## src/rtl/pword_pkg.sv

```systemverilog
package pword_pkg;

    localparam int WORD_W   = 32;
    localparam int BYTES    = WORD_W / 8;
    localparam int OFF_W    = $clog2(BYTES);
    localparam int REGIDX_W = 5;

    typedef enum logic [1:0] {
        OP_LOAD_LEFT   = 2'b00,
        OP_LOAD_RIGHT  = 2'b01,
        OP_STORE_LEFT  = 2'b10,
        OP_STORE_RIGHT = 2'b11
    } pw_op_e;

    typedef enum logic [1:0] {
        ST_IDLE  = 2'd0,
        ST_READ  = 2'd1,
        ST_WRITE = 2'd2,
        ST_DONE  = 2'd3
    } pw_state_e;

    typedef struct packed {
        pw_op_e                op;
        logic [OFF_W-1:0]      off;
        logic [WORD_W-1:0]     regv;
        logic [REGIDX_W-1:0]   dest;
    } pw_cmd_t;

    function automatic logic is_store(pw_op_e op);
        return op[1];
    endfunction

endpackage

```

## src/rtl/pword_merge.sv

```systemverilog
module pword_merge
    import pword_pkg::*;
#(
    parameter int W = WORD_W
) (
    input  pw_op_e             op,
    input  logic [OFF_W-1:0]   off,
    input  logic [W-1:0]       regv,
    input  logic [W-1:0]       memv,
    output logic [W-1:0]       merged
);
    localparam int SH_W = OFF_W + 4;
    localparam logic [W-1:0] ONES = {W{1'b1}};
    localparam logic [OFF_W-1:0] TOP_OFF = OFF_W'(BYTES - 1);

    logic [OFF_W-1:0] off_inv;
    logic [SH_W-1:0]  sh_up;   // 8 * offset
    logic [SH_W-1:0]  sh_dn;   // 8 * (BYTES-1-offset)

    always_comb begin
        off_inv = TOP_OFF - off;
        sh_up   = {1'b0, off, 3'b000};
        sh_dn   = {1'b0, off_inv, 3'b000};
        unique case (op)
            OP_LOAD_LEFT:   merged = (regv & (ONES >> (sh_up + SH_W'(8)))) | (memv << sh_dn);
            OP_LOAD_RIGHT:  merged = (regv & ~(ONES >> sh_up)) | (memv >> sh_up);
            OP_STORE_LEFT:  merged = (regv >> sh_dn) | (memv & ~(ONES >> sh_dn));
            OP_STORE_RIGHT: merged = (regv << sh_up) | (memv & ~(ONES << sh_up));
            default:        merged = '0;
        endcase
    end
endmodule

```

## src/rtl/pword_seq.sv

```systemverilog
module pword_seq
    import pword_pkg::*;
#(
    parameter int ADDR_W = 32
) (
    input  logic                 clk,
    input  logic                 rst,
    input  logic                 cmd_valid,
    input  pw_op_e               cmd_op,
    input  logic [ADDR_W-1:0]    cmd_addr,
    input  logic [WORD_W-1:0]    cmd_regv,
    input  logic [REGIDX_W-1:0]  cmd_dest,
    output logic                 cmd_ready,
    output logic                 mem_req,
    output logic                 mem_we,
    output logic [ADDR_W-1:0]    mem_addr,
    output logic [WORD_W-1:0]    mem_wdata,
    input  logic                 mem_ack,
    input  logic [WORD_W-1:0]    mem_rdata,
    output pw_cmd_t              held,
    output logic [WORD_W-1:0]    mem_word,
    input  logic [WORD_W-1:0]    merged,
    output logic                 done,
    output logic                 res_wr,
    output logic [WORD_W-1:0]    res_data
);
    pw_state_e              state, state_nx;
    logic [ADDR_W-OFF_W-1:0] word_addr;

    always_comb begin
        state_nx = state;
        unique case (state)
            ST_IDLE:  if (cmd_valid) state_nx = ST_READ;
            ST_READ:  if (mem_ack)   state_nx = is_store(held.op) ? ST_WRITE : ST_DONE;
            ST_WRITE: if (mem_ack)   state_nx = ST_DONE;
            ST_DONE:  state_nx = ST_IDLE;
            default:  state_nx = ST_IDLE;
        endcase
    end

    always_ff @(posedge clk) begin
        if (rst) begin
            state     <= ST_IDLE;
            held      <= '0;
            word_addr <= '0;
            mem_word  <= '0;
        end else begin
            state <= state_nx;
            if (state == ST_IDLE && cmd_valid) begin
                held.op   <= cmd_op;
                held.off  <= cmd_addr[OFF_W-1:0];
                held.regv <= cmd_regv;
                held.dest <= cmd_dest;
                word_addr <= cmd_addr[ADDR_W-1:OFF_W];
            end
            if (state == ST_READ && mem_ack) begin
                mem_word <= mem_rdata;
            end
        end
    end

    assign cmd_ready = (state == ST_IDLE);
    assign mem_req   = (state == ST_READ) || (state == ST_WRITE);
    assign mem_we    = (state == ST_WRITE);
    assign mem_addr  = {word_addr, {OFF_W{1'b0}}};
    assign mem_wdata = merged;
    assign done      = (state == ST_DONE);
    assign res_wr    = done && !is_store(held.op) && (held.dest != '0);
    assign res_data  = merged;

    // request held until acknowledged
    assert_req_held_R8: assert property (@(posedge clk) disable iff (rst)
        (mem_req && !mem_ack) |=> (mem_req && $stable(mem_addr) && $stable(mem_we) && $stable(mem_wdata)));

    // aligned address on every request
    assert_addr_aligned_R2: assert property (@(posedge clk) disable iff (rst)
        mem_req |-> (mem_addr[OFF_W-1:0] == '0));

    // done lasts one cycle
    assert_done_pulse_R9: assert property (@(posedge clk) disable iff (rst)
        done |=> !done);

    // loads never write
    assert_load_no_write_R7: assert property (@(posedge clk) disable iff (rst)
        (mem_req && mem_we) |-> is_store(held.op));

    // no memory traffic while ready for a new command
    assert_ready_quiet_R1: assert property (@(posedge clk) disable iff (rst)
        cmd_ready |-> (!mem_req && !done));

    // write strobe only together with done
    assert_res_wr_done_R9: assert property (@(posedge clk) disable iff (rst)
        res_wr |-> done);

endmodule

```

## src/rtl/pword_unit.sv

```systemverilog
module pword_unit
    import pword_pkg::*;
#(
    parameter int ADDR_W = 32
) (
    input  logic                 clk,
    input  logic                 rst,
    input  logic                 cmd_valid,
    input  logic [1:0]           cmd_op,
    input  logic [ADDR_W-1:0]    cmd_addr,
    input  logic [WORD_W-1:0]    cmd_regv,
    input  logic [REGIDX_W-1:0]  cmd_dest,
    output logic                 cmd_ready,
    output logic                 mem_req,
    output logic                 mem_we,
    output logic [ADDR_W-1:0]    mem_addr,
    output logic [WORD_W-1:0]    mem_wdata,
    input  logic                 mem_ack,
    input  logic [WORD_W-1:0]    mem_rdata,
    output logic                 done,
    output logic                 res_wr,
    output logic [WORD_W-1:0]    res_data
);
    pw_cmd_t           held;
    logic [WORD_W-1:0] mem_word;
    logic [WORD_W-1:0] merged;

    pword_seq #(.ADDR_W(ADDR_W)) u_seq (
        .clk       (clk),
        .rst       (rst),
        .cmd_valid (cmd_valid),
        .cmd_op    (pw_op_e'(cmd_op)),
        .cmd_addr  (cmd_addr),
        .cmd_regv  (cmd_regv),
        .cmd_dest  (cmd_dest),
        .cmd_ready (cmd_ready),
        .mem_req   (mem_req),
        .mem_we    (mem_we),
        .mem_addr  (mem_addr),
        .mem_wdata (mem_wdata),
        .mem_ack   (mem_ack),
        .mem_rdata (mem_rdata),
        .held      (held),
        .mem_word  (mem_word),
        .merged    (merged),
        .done      (done),
        .res_wr    (res_wr),
        .res_data  (res_data)
    );

    pword_merge #(.W(WORD_W)) u_merge (
        .op     (held.op),
        .off    (held.off),
        .regv   (held.regv),
        .memv   (mem_word),
        .merged (merged)
    );
endmodule

```

## config.mk

```make
export PLATFORM = sky130hd
export DESIGN_NAME = pword_unit
export DESIGN_NICKNAME = d
export VERILOG_FILES = /design/src/rtl/pword_pkg.sv /design/src/rtl/pword_merge.sv /design/src/rtl/pword_seq.sv /design/src/rtl/pword_unit.sv
export SDC_FILE = /design/constraint.sdc
export NUM_CORES = 1
export LEC_CHECK = 0
export ABC_AREA = 1
export BUFFER_PORTS_ARGS = -buffer_cell sky130_fd_sc_hd__buf_2
export CORE_ASPECT_RATIO = 0.6
export CORE_MARGIN = 3
export CORE_UTILIZATION = 54
export DETAILED_ROUTE_END_ITERATION = 12
export GPL_TIMING_DRIVEN = 0
export MAX_ROUTING_LAYER = met4
export PLACE_DENSITY = 0.83
export SLEW_MARGIN = 20
export SYNTH_ARGS = -nofsm -noshare
export SYNTH_HDL_FRONTEND = slang
export SYNTH_SLANG_ARGS = --single-unit
```

## constraint.sdc

```tcl
create_clock -name clk -period 3.4 [get_ports clk]
set_clock_uncertainty 0.15 [all_clocks]
set_input_delay 0.34 -clock clk [delete_from_list [all_inputs] [get_ports clk]]
set_output_delay 0.34 -clock clk [all_outputs]
set_load 0.005 [all_outputs]
```

==> impl_metrics.env, run 1 <==
export IMPL_outcome="complete, no violations"
export IMPL_min_path_type="in2reg"
export IMPL_synthSimpleGateAreaFrac=0.440
export IMPL_io_buffers=205
export IMPL_dp_hpwl_mm=23.3
export IMPL_grt_use_total=0.450
export IMPL_ys_seq_area_frac=0.308
export IMPL_synthAdderAreaFrac=0.00918
export IMPL_hold_viol_final=0
export IMPL_total_power_mw=7.16
export IMPL_reg2regPathDepth=6
export IMPL_wl_mm=31.7
export IMPL_cts_resized=0
export IMPL_drv_cap=0
export IMPL_start_util=0.560
export IMPL_placed_cells=1480
export IMPL_dr_pass1_iters=7
export IMPL_synth_xor_area_share=0
export IMPL_synth_top_area_share=0.308
export IMPL_finalCritPeriodShare=0.847
export IMPL_synth_top_family_by_area="simple AND/OR/NAND/NOR gates"
export IMPL_clock_latency_ns=0.36
export IMPL_grt_overflow=0
export IMPL_regToRegSetupSlack_ns=1.10
export IMPL_clock_sinks=105
export IMPL_clk_pin_slew_ns=0.09
export IMPL_finalNetCount=1439
export IMPL_grt_pass1_vias=8357
export IMPL_critPathArrivalTime_ns=2.39
export IMPL_pin_count=208
export IMPL_tightest_slew_ns=0.963
export IMPL_fin_crit_ns=2.88
export IMPL_synth_area_per_cell_sq_um=6.15
export IMPL_max_vdd_ir_drop_v=0.000474
export IMPL_cts_max_level=3
export IMPL_fmax_mhz=347
export IMPL_synth_compound_area_frac=0.116
export IMPL_synth_most_common_cell="nand2_1"
export IMPL_synth_edf_count=0
export IMPL_critPathMaxFanout=10
export IMPL_fillers=1082
export IMPL_drcViolationCount=0
export IMPL_netlist_instances=1109
export IMPL_rsz0062_at_grt="false"
export IMPL_vias=9195
export IMPL_die_h_microns=93.0
export IMPL_chipWidth_microns=151
export IMPL_synth_ff_type="dfxtp_1"
export IMPL_async_reset_ff_frac=0
export IMPL_vias_per_cell=6.14
export IMPL_grt_start_max_net_pins=21
export IMPL_yosysUniqueCellTypes=25
export IMPL_drt_iter0_drc=1273
export IMPL_synth_warnings=0
export IMPL_cts_root_buf="clkbuf_16"
export IMPL_syn_cell_area_sq_um=6820
export IMPL_drtAntennaViolNets=0
export IMPL_finalNonFillerCells=1497
export IMPL_grt_pass1_wl_mm=46.6
export IMPL_drv_slew=0
export IMPL_holdPathStages=3
export IMPL_path_class="reg2out"
export IMPL_tns_ns=0
export IMPL_max_stage_delay_ns=0.72
export IMPL_coreArea_sq_um=12200
export IMPL_layout_drive_gt1_share=0.249
export IMPL_row_count=31
export IMPL_place_congestion=1.13
export IMPL_yosys_area_top_type="dfxtp_1"
export IMPL_setup_viol=0
export IMPL_synthTopCellsByArea="dfxtp_1 (31%), nand3_1 (16%), nand2_1 (12%), nor2_1 (11%), o21ai_0 (6.9%)"
export IMPL_netlist_top_cells_count="nand2_1 (220), nand3_1 (214), nor2_1 (205)"
export IMPL_whs_ns=0.0678
export IMPL_leakagePower_nw=4.14
export IMPL_muxShareOfSynthArea=0
export IMPL_syn2layout_area_growth_pct=22.7
export IMPL_clockBufferDepth=2
export IMPL_multi_input_area_sq_um=3860
export IMPL_cts_tree="done"
export IMPL_place_ws_ns=1.05
export IMPL_wire_per_inst_microns=21.2
export IMPL_start_kind="flip-flop"
export IMPL_dieArea_sq_um=14000
export IMPL_diodes=0
export IMPL_worstPathRequired_ns=2.91
export IMPL_antenna_found_initial=0
export IMPL_regArea_sq_um=2100
export IMPL_crit_path_top_delay_cell="buf_1"
export IMPL_synth_seq_cells=105
export IMPL_cts_buffers=9
export IMPL_end_kind="primary output"
export IMPL_worstPathCellList="buf_4 -> buf_1 -> nand3_1 -> nand3_1 -> nand4_1 -> buf_4 -> buf_2"
export IMPL_slew_limit_headroom=0.358
export IMPL_worst_slack_ns=0.519
export IMPL_power_density_nw_per_um2=855
==> per-layer routing <==
metal	routed length (microns)	vias up	track usage	share of wire
met5	0	-	-	0
met4	1590	0	0.177	0.050
met3	5370	173	0.175	0.17
met2	12500	829	0.624	0.39
met1	12300	4105	0.589	0.39
li1	-	4088	-	-
==> power breakdown <==
group / internal (mW) / switching (mW)
Combinational: 1.56 / 2.57
Sequential: 1.55 / 0.356
Clock: 0.544 / 0.566
Total: 3.66 / 3.50
==> path summary, 6_finish.rpt <==
path / from / to
max: u_seq.held[38] / res_data[20]
min: mem_rdata[18] / u_seq.mem_word[18]
max reg2reg: u_seq.state[1] / u_seq.mem_word[30]
min reg2reg: u_seq.word_addr[3] / u_seq.word_addr[3]
==> cell families (layout without fill, tap and decap cells) <==
group | Yosys count | in the layout
and+or+nand+nor | 692 | 692
buffers and inverters | 156 | 378
AOI/OAI and AO/OA | 150 | 150
DFF | 105 | 105
adders and majority gates | 5 | 5
other | 1 | 2
==> final cells by class <==
class	instances	area share
multi-input cells	849	0.461
plain buffers	115	0.0845
repair buffers	206	0.124
clock inverters	6	0.00778
flip-flops and latches	105	0.251
clock buffers	10	0.0286
inverters	41	0.0184
well taps	165	0.0247
==> what timing repair did <==
action / CTS / global route
hold endpoints to repair: 1 / 0
hold buffers: 1 / 0
setup buffers: 0 / 0
==> sequential cells by signal, summed over array words and instances (netlist names) <==
register and flops:
u_seq.mem_word 32, u_seq.held 41, u_seq.word_addr 30, u_seq.state 2
==> metrics by stage <==
step	utilization	instance area [sq um]
after detailed placement	0.661	8050
after global routing	0.687	8370
after CTS	0.687	8370
after floorplan	-	6820
after global placement	0.661	8050
final	0.687	8370
==> worst max-delay path, delay by kind of cell (launching register included) <==
kind          cells  cell delay, ns
simple gates      3            0.52
flops             1            0.31
buf+inv           4            1.19
==> layout by cell type, fill, tap and decap left out, types with 11 or more instances in the layout <==
cell type / instances
clkbuf_1: 25
buf_2: 242
inv_1: 35
nand2_2: 12
o21ai_0: 94
buf_4: 41
o21ai_1: 11
a21oi_1: 30
nand2_1: 220
nor2_1: 205
nand4_1: 32
dfxtp_1: 105
o211ai_1: 15
nand3_1: 214
No activity file was read; power rests on OpenSTA's default activity.
==> run 2, diff against run 1 <==
Settings changed: CORE_UTILIZATION 54 to 47, PLACE_DENSITY 0.83 to 0.77.
Clock period 3.4 ns to 2.55 ns, I/O delays scaled along.
==> run 2 against run 1 <==
Effect of this change: the flow now finishes with violations (negative hold slack); core utilization is 6.4 points lower; critical path depth is 2 higher; setup slack worse by 0.52 ns; hold slack worse by 0.068 ns; first-iteration DRC count is 1.0% lower; critical path type unchanged; critical endpoint is now res_data[2]; largest cell class unchanged; largest power group unchanged.
==> impl_metrics.env, run 2 (same netlist as run 1, synthesis figures left out) <==
export IMPL_fin_crit_ns=2.55
export IMPL_dp_hpwl_mm=23.7
export IMPL_holdPathStages=3
export IMPL_pin_count=208
export IMPL_antenna_found_initial=0
export IMPL_tightest_slew_ns=0.916
export IMPL_final_cell_mix="buf_2 (234), nand2_1 (219), nand3_1 (214)"
export IMPL_largest_register_ffs=41
export IMPL_cts_buffers=9
export IMPL_reg2regPathDepth=7
export IMPL_multi_input_area_sq_um=3870
export IMPL_diodes=0
export IMPL_dr_pass1_iters=8
export IMPL_whs_endpoint="u_seq.held[24]"
export IMPL_drt_iter0_drc=1260
export IMPL_max_vdd_ir_drop_v=0.000702
export IMPL_end_kind="primary output"
export IMPL_place_ws_ns=0.256
export IMPL_die_h_microns=99.3
export IMPL_final_common_cell="buf_2"
export IMPL_power_density_nw_per_um2=1110
export IMPL_path_class="reg2out"
export IMPL_post_dp_cell_area_sq_um=8090
export IMPL_outcome="finished with violations"
export IMPL_finalCritPeriodShare=0.999
export IMPL_syn2layout_area_growth_pct=27.2
export IMPL_coreArea_sq_um=13900
export IMPL_dieArea_sq_um=16000
export IMPL_clock_power_share=0.155
export IMPL_swShare=0.489
export IMPL_finalNetCount=1461
export IMPL_start_util=0.490
export IMPL_worst_slack_ns=0.00350
export IMPL_critPathArrivalTime_ns=2.14
export IMPL_fillers=1385
export IMPL_regArea_sq_um=2100
export IMPL_worstPathRequired_ns=2.14
export IMPL_rsz0062_at_grt="true"
export IMPL_fmax_mhz=393
export IMPL_clk_pin_slew_ns=0.09
export IMPL_tns_ns=0
export IMPL_drv_slew=0
export IMPL_grt_start_max_net_pins=22
export IMPL_fin_area_sq_um=8670
export IMPL_critPathMaxFanout=10
export IMPL_chipWidth_microns=161
export IMPL_layout_drive_gt1_share=0.251
export IMPL_drtAntennaViolNets=0
export IMPL_vias_per_cell=5.83
export IMPL_row_count=33
export IMPL_clock_latency_ns=0.36
export IMPL_finalNonFillerCells=1546
export IMPL_largest_register="u_seq.held"
export IMPL_cts_root_buf="clkbuf_16"
export IMPL_hold_viol_final=1
export IMPL_grt_overflow=0
export IMPL_cts_tree="done"
export IMPL_r2r_start="u_seq.state[0]"
export IMPL_grt_pass1_wl_mm=47.4
export IMPL_start_kind="flip-flop"
export IMPL_min_path_type="in2reg"
export IMPL_vias=9013
export IMPL_hold_path_startpoint="cmd_regv[19]"
export IMPL_place_congestion=1.09
export IMPL_drv_cap=0
export IMPL_drcViolationCount=0
export IMPL_worst_r2r_endpoint="u_seq.held[37]"
export IMPL_violations="negative hold slack"
export IMPL_utilization=0.623
export IMPL_p_switching_mw=4.71
export IMPL_slew_limit_headroom=0.389
export IMPL_total_power_mw=9.63
export IMPL_placed_cells=1507
export IMPL_wire_per_inst_microns=21.1
export IMPL_clockBufferDepth=2
export IMPL_grt_use_total=0.403
export IMPL_wl_mm=32.7
export IMPL_clock_sinks=105
export IMPL_largestRegisters="u_seq.held (41), u_seq.mem_word (32), u_seq.word_addr (30)"
export IMPL_regToRegSetupSlack_ns=0.24
export IMPL_leakagePower_nw=4.25
export IMPL_cts_max_level=3
export IMPL_grt_pass1_vias=8040
export IMPL_p_int_mw=4.92
export IMPL_io_buffers=205
export IMPL_power_frac_comb=0.579
export IMPL_whs_ns=-0.000185
export IMPL_pwr_share_seq=0.265
export IMPL_setup_viol=0
run 2: metal layers:
layer	vias up	wire length, microns	part of all wire	track usage
met2	721	12500	0.38	0.541
met3	108	4880	0.15	0.115
met4	0	1310	0.040	0.157
met1	4044	14000	0.43	0.565
li1	4140	-	-	-
met5	-	0	0	-
run 2: worst max path at each step:
stage,slack [ns],startpoint,endpoint,depth (start not counted)
final,0.004,u_seq.held[37],res_data[2],9
after detailed placement,0.26,u_seq.held[39],res_data[20],7
after global routing,-0.05,u_seq.held[37],res_data[5],8
after floorplan,0.92,u_seq.held[37],res_data[26],9
after global placement,0.23,u_seq.held[39],res_data[20],7
after CTS,-0.02,u_seq.held[40],res_data[2],8
run 2: worst max-delay path: stages (launching register included):
cell and delay (ns):
dfxtp_1 0.33, buf_6 0.12, buf_6 0.16, buf_2 0.36, nand2_1 0.13, nand3_1 0.17
nand3_1 0.11, nand4_1 0.17, buf_4 0.13, buf_2 0.09
run 2: power by group through the flow:
stage / Sequential (mW) / Combinational, mW / Clock (mW)
2_1_floorplan: 2.39 / 3.31 / 0
6_report: 2.56 / 5.58 / 1.50
5_1_grt: 2.58 / 6.00 / 1.55
3_5_place_dp: 2.55 / 5.28 / 0
4_1_cts: 2.51 / 5.32 / 1.49
3_3_place_gp: 2.55 / 5.23 / 0
run 2: final cells by class:
class,instances,share of cell area
well taps,192,0.0277
multi-input cells,849,0.447
flip-flops and latches,105,0.243
inverters,41,0.0182
repair buffers,228,0.144
plain buffers,115,0.0843
clock inverters,7,0.00982
clock buffers,9,0.0260
run 2: what timing repair did:
action,4_1_cts,5_1_grt
hold endpoints to repair,21,0
pin swaps,0,1
setup endpoints to repair,38,33
setup buffers,0,2
resized for setup,5,16
hold buffers,21,0
==> run 3, diff against run 2 <==
Settings changed: ABC_AREA 1 to unset, CORE_UTILIZATION 47 to 48, PLACE_DENSITY 0.77 to 0.78.
==> run 3 against run 2 <==
Effect of this change: setup slack lost 0.21 ns; hold slack gained 0.0010 ns; non-clock buffer count grew 92; the run ends with negative setup slack left; final cell count shrank 10%; synthesized cell count shrank 24%; clock power shrank 5%; first-iteration DRC count shrank 7.0%; largest power group unchanged; sequential power shrank 7%; clock-buffer cell count is the same; combinational power shrank 13%; wire length shrank 6.5%; cell area grew 22%.
==> impl_metrics.env, run 3 <==
export IMPL_outcome="finished with violations"
export IMPL_violations="negative setup slack"
export IMPL_drv_slew=0
export IMPL_synth_edf_count=0
export IMPL_setup_viol=50
export IMPL_worst_slack_ns=-0.211
export IMPL_yosysUniqueCellTypes=58
export IMPL_die_h_microns=99.2
export IMPL_finalNetCount=1302
export IMPL_worstPathRequired_ns=2.14
export IMPL_layout_drive_gt1_share=0.380
export IMPL_synth_most_common_cell="nand2_1"
export IMPL_end_kind="primary output"
export IMPL_critPathMaxFanout=8
export IMPL_largest_register="u_seq.held"
export IMPL_drcViolationCount=0
export IMPL_cts_tree="done"
export IMPL_crit_buf_inv=4
export IMPL_async_reset_ff_frac=0
export IMPL_synthTopCellsByArea="dfxtp_1 (30%), nand2_1 (12%), mux4_2 (12%), a21oi_1 (9.3%), mux2i_1 (8.2%)"
export IMPL_row_count=33
export IMPL_grt_use_met1=0.498
export IMPL_synth_ff_type="dfxtp_1"
export IMPL_pin_count=208
export IMPL_start_kind="flip-flop"
export IMPL_clockBufferDepth=2
export IMPL_tightest_slew_ns=0.750
export IMPL_dieArea_sq_um=16000
export IMPL_multi_input_area_sq_um=4640
export IMPL_hold_viol_final=0
export IMPL_grt_util_met2=0.541
export IMPL_drt_iter0_drc=1172
export IMPL_min_path_type="in2reg"
export IMPL_vias_per_cell=6.04
export IMPL_max_stage_delay_ns=0.39
export IMPL_leakagePower_nw=4.44
export IMPL_synth_top_area_share=0.302
export IMPL_largest_register_ffs=41
export IMPL_path_class="reg2out"
export IMPL_critPathArrivalTime_ns=2.36
export IMPL_grt_overflow=0
export IMPL_largestRegisters="u_seq.held (41), u_seq.mem_word (32), u_seq.word_addr (30)"
export IMPL_synth_area_per_cell_sq_um=8.20
export IMPL_io_buffers=204
export IMPL_regToRegSetupSlack_ns=0.13
export IMPL_total_power_mw=8.68
export IMPL_top_usage_layer="met2"
export IMPL_cp_top_family="compound AO/OA/AOI/OAI gates"
export IMPL_netlist_instances=848
export IMPL_place_congestion=1.01
export IMPL_final_common_cell="nand2_1"
export IMPL_chipWidth_microns=161
export IMPL_post_dp_cell_area_sq_um=8220
export IMPL_power_density_nw_per_um2=818
export IMPL_grt_use_met3=0.109
export IMPL_clk_pin_slew_ns=0.08
export IMPL_slew_limit_headroom=0.500
export IMPL_dr_pass1_iters=9
export IMPL_grt_pass1_vias=7764
export IMPL_cts_max_level=3
export IMPL_rsz0062_at_grt="true"
export IMPL_coreArea_sq_um=13900
export IMPL_synth_warnings=0
export IMPL_diodes=0
export IMPL_wl_mm=30.5
export IMPL_vias=8382
export IMPL_whs_ns=0.000821
export IMPL_max_vdd_ir_drop_v=0.000642
export IMPL_grt_use_total=0.368
export IMPL_wire_per_inst_microns=22.0
export IMPL_tns_ns=-4.47
export IMPL_synth_seq_cells=105
export IMPL_grt_start_max_net_pins=21
export IMPL_ys_seq_area_frac=0.302
export IMPL_cts_root_buf="clkbuf_16"
export IMPL_fillers=971
export IMPL_dp_hpwl_mm=19.8
export IMPL_syn_cell_area_sq_um=6950
export IMPL_regArea_sq_um=2110
export IMPL_antenna_found_initial=0
export IMPL_drv_cap=0
export IMPL_clock_sinks=105
export IMPL_grt_pass1_wl_mm=44.3
export IMPL_syn2layout_area_growth_pct=52.7
export IMPL_worstPathCellList="buf_12 -> buf_12 -> mux2i_4 -> mux2i_2 -> a222oi_1 -> o221ai_1 -> buf_4 -> buf_2"
export IMPL_crit_path_top_delay_cell="a222oi_1"
export IMPL_fmax_mhz=362
export IMPL_clock_latency_ns=0.36
export IMPL_finalCritPeriodShare=1.08
export IMPL_fin_area_sq_um=10600
export IMPL_yosys_area_top_type="dfxtp_1"
export IMPL_start_util=0.500
export IMPL_fin_crit_ns=2.76
export IMPL_cpMostUsedCell="buf_12"
export IMPL_place_ws_ns=-0.204
export IMPL_drtAntennaViolNets=0
export IMPL_netlist_top_cells_count="nand2_1 (229), a21oi_1 (129), dfxtp_1 (105)"
export IMPL_final_cell_mix="nand2_1 (228), buf_2 (194), a21oi_1 (120)"
export IMPL_cts_buffers=9
[run 3: per-stage QoR]
stage           util  instances
3_3_place_gp   0.591       1245
5_1_grt        0.763       1387
4_1_cts        0.718       1367
3_5_place_dp   0.591       1245
2_1_floorplan      -        849
6_report       0.763       1387
[run 3: cells by family (layout without fill, tap and decap cells)]
family,Yosys count,count (layout),share of synthesized area
flip-flops,105,105,0.302
AND/OR/NAND/NOR,285,285,0.164
adder cells (fa/ha/maj),5,5,0.00900
other,1,2,0.000539
multiplexers,116,116,0.238
buffers and inverters,114,460,0.0930
AO/OA/AOI/OAI,222,222,0.193
[run 3: worst paths after layout]
kind | start | end | depth (start not counted)
min reg2reg | u_seq.word_addr[27] | u_seq.word_addr[27] | 2
max reg2reg | u_seq.state[0] | u_seq.word_addr[22] | 7
max | u_seq.held[37] | res_data[26] | 8
min | cmd_regv[6] | u_seq.held[11] | 3
[run 3: worst min-delay path, delay by kind of cell]
family / cells / cell delay, ns
and+or+nand+nor: 1 / 0.05
AOI/OAI and AO/OA: 1 / 0.06
buffers and inverters: 1 / 0.10
[run 3: routing by layer]
metal / wire [microns] / vias up
met1: 12200 / 3947
met5: 0 / -
li1: - / 3667
met2: 13000 / 660
met4: 989 / 0
met3: 4360 / 108
[run 3: layout make-up]
type                    count  share of cell area
clock inverters             7             0.00660
plain buffers             104              0.0798
multi-input cells         630               0.438
inverters                   9             0.00365
flip-flops and latches    105               0.199
well taps                 192              0.0226
clock buffers               9              0.0212
repair buffers            331               0.230
[run 3: what timing repair did]
item | 4_1_cts | 5_1_grt
cloned | 1 | 2
buffers inserted | 11 | 19
hold buffers | 94 | 0
pin swaps | 8 | 20
endpoints found under the hold margin | 94 | 0
gates resized for setup | 107 | 96
setup endpoints to repair | 65 | 62
[run 3: report_power, final]
part	switching (mW)	internal, mW	total, mW
registers	0.444	1.94	2.38
logic	2.52	2.35	4.87
clock network	0.733	0.692	1.43
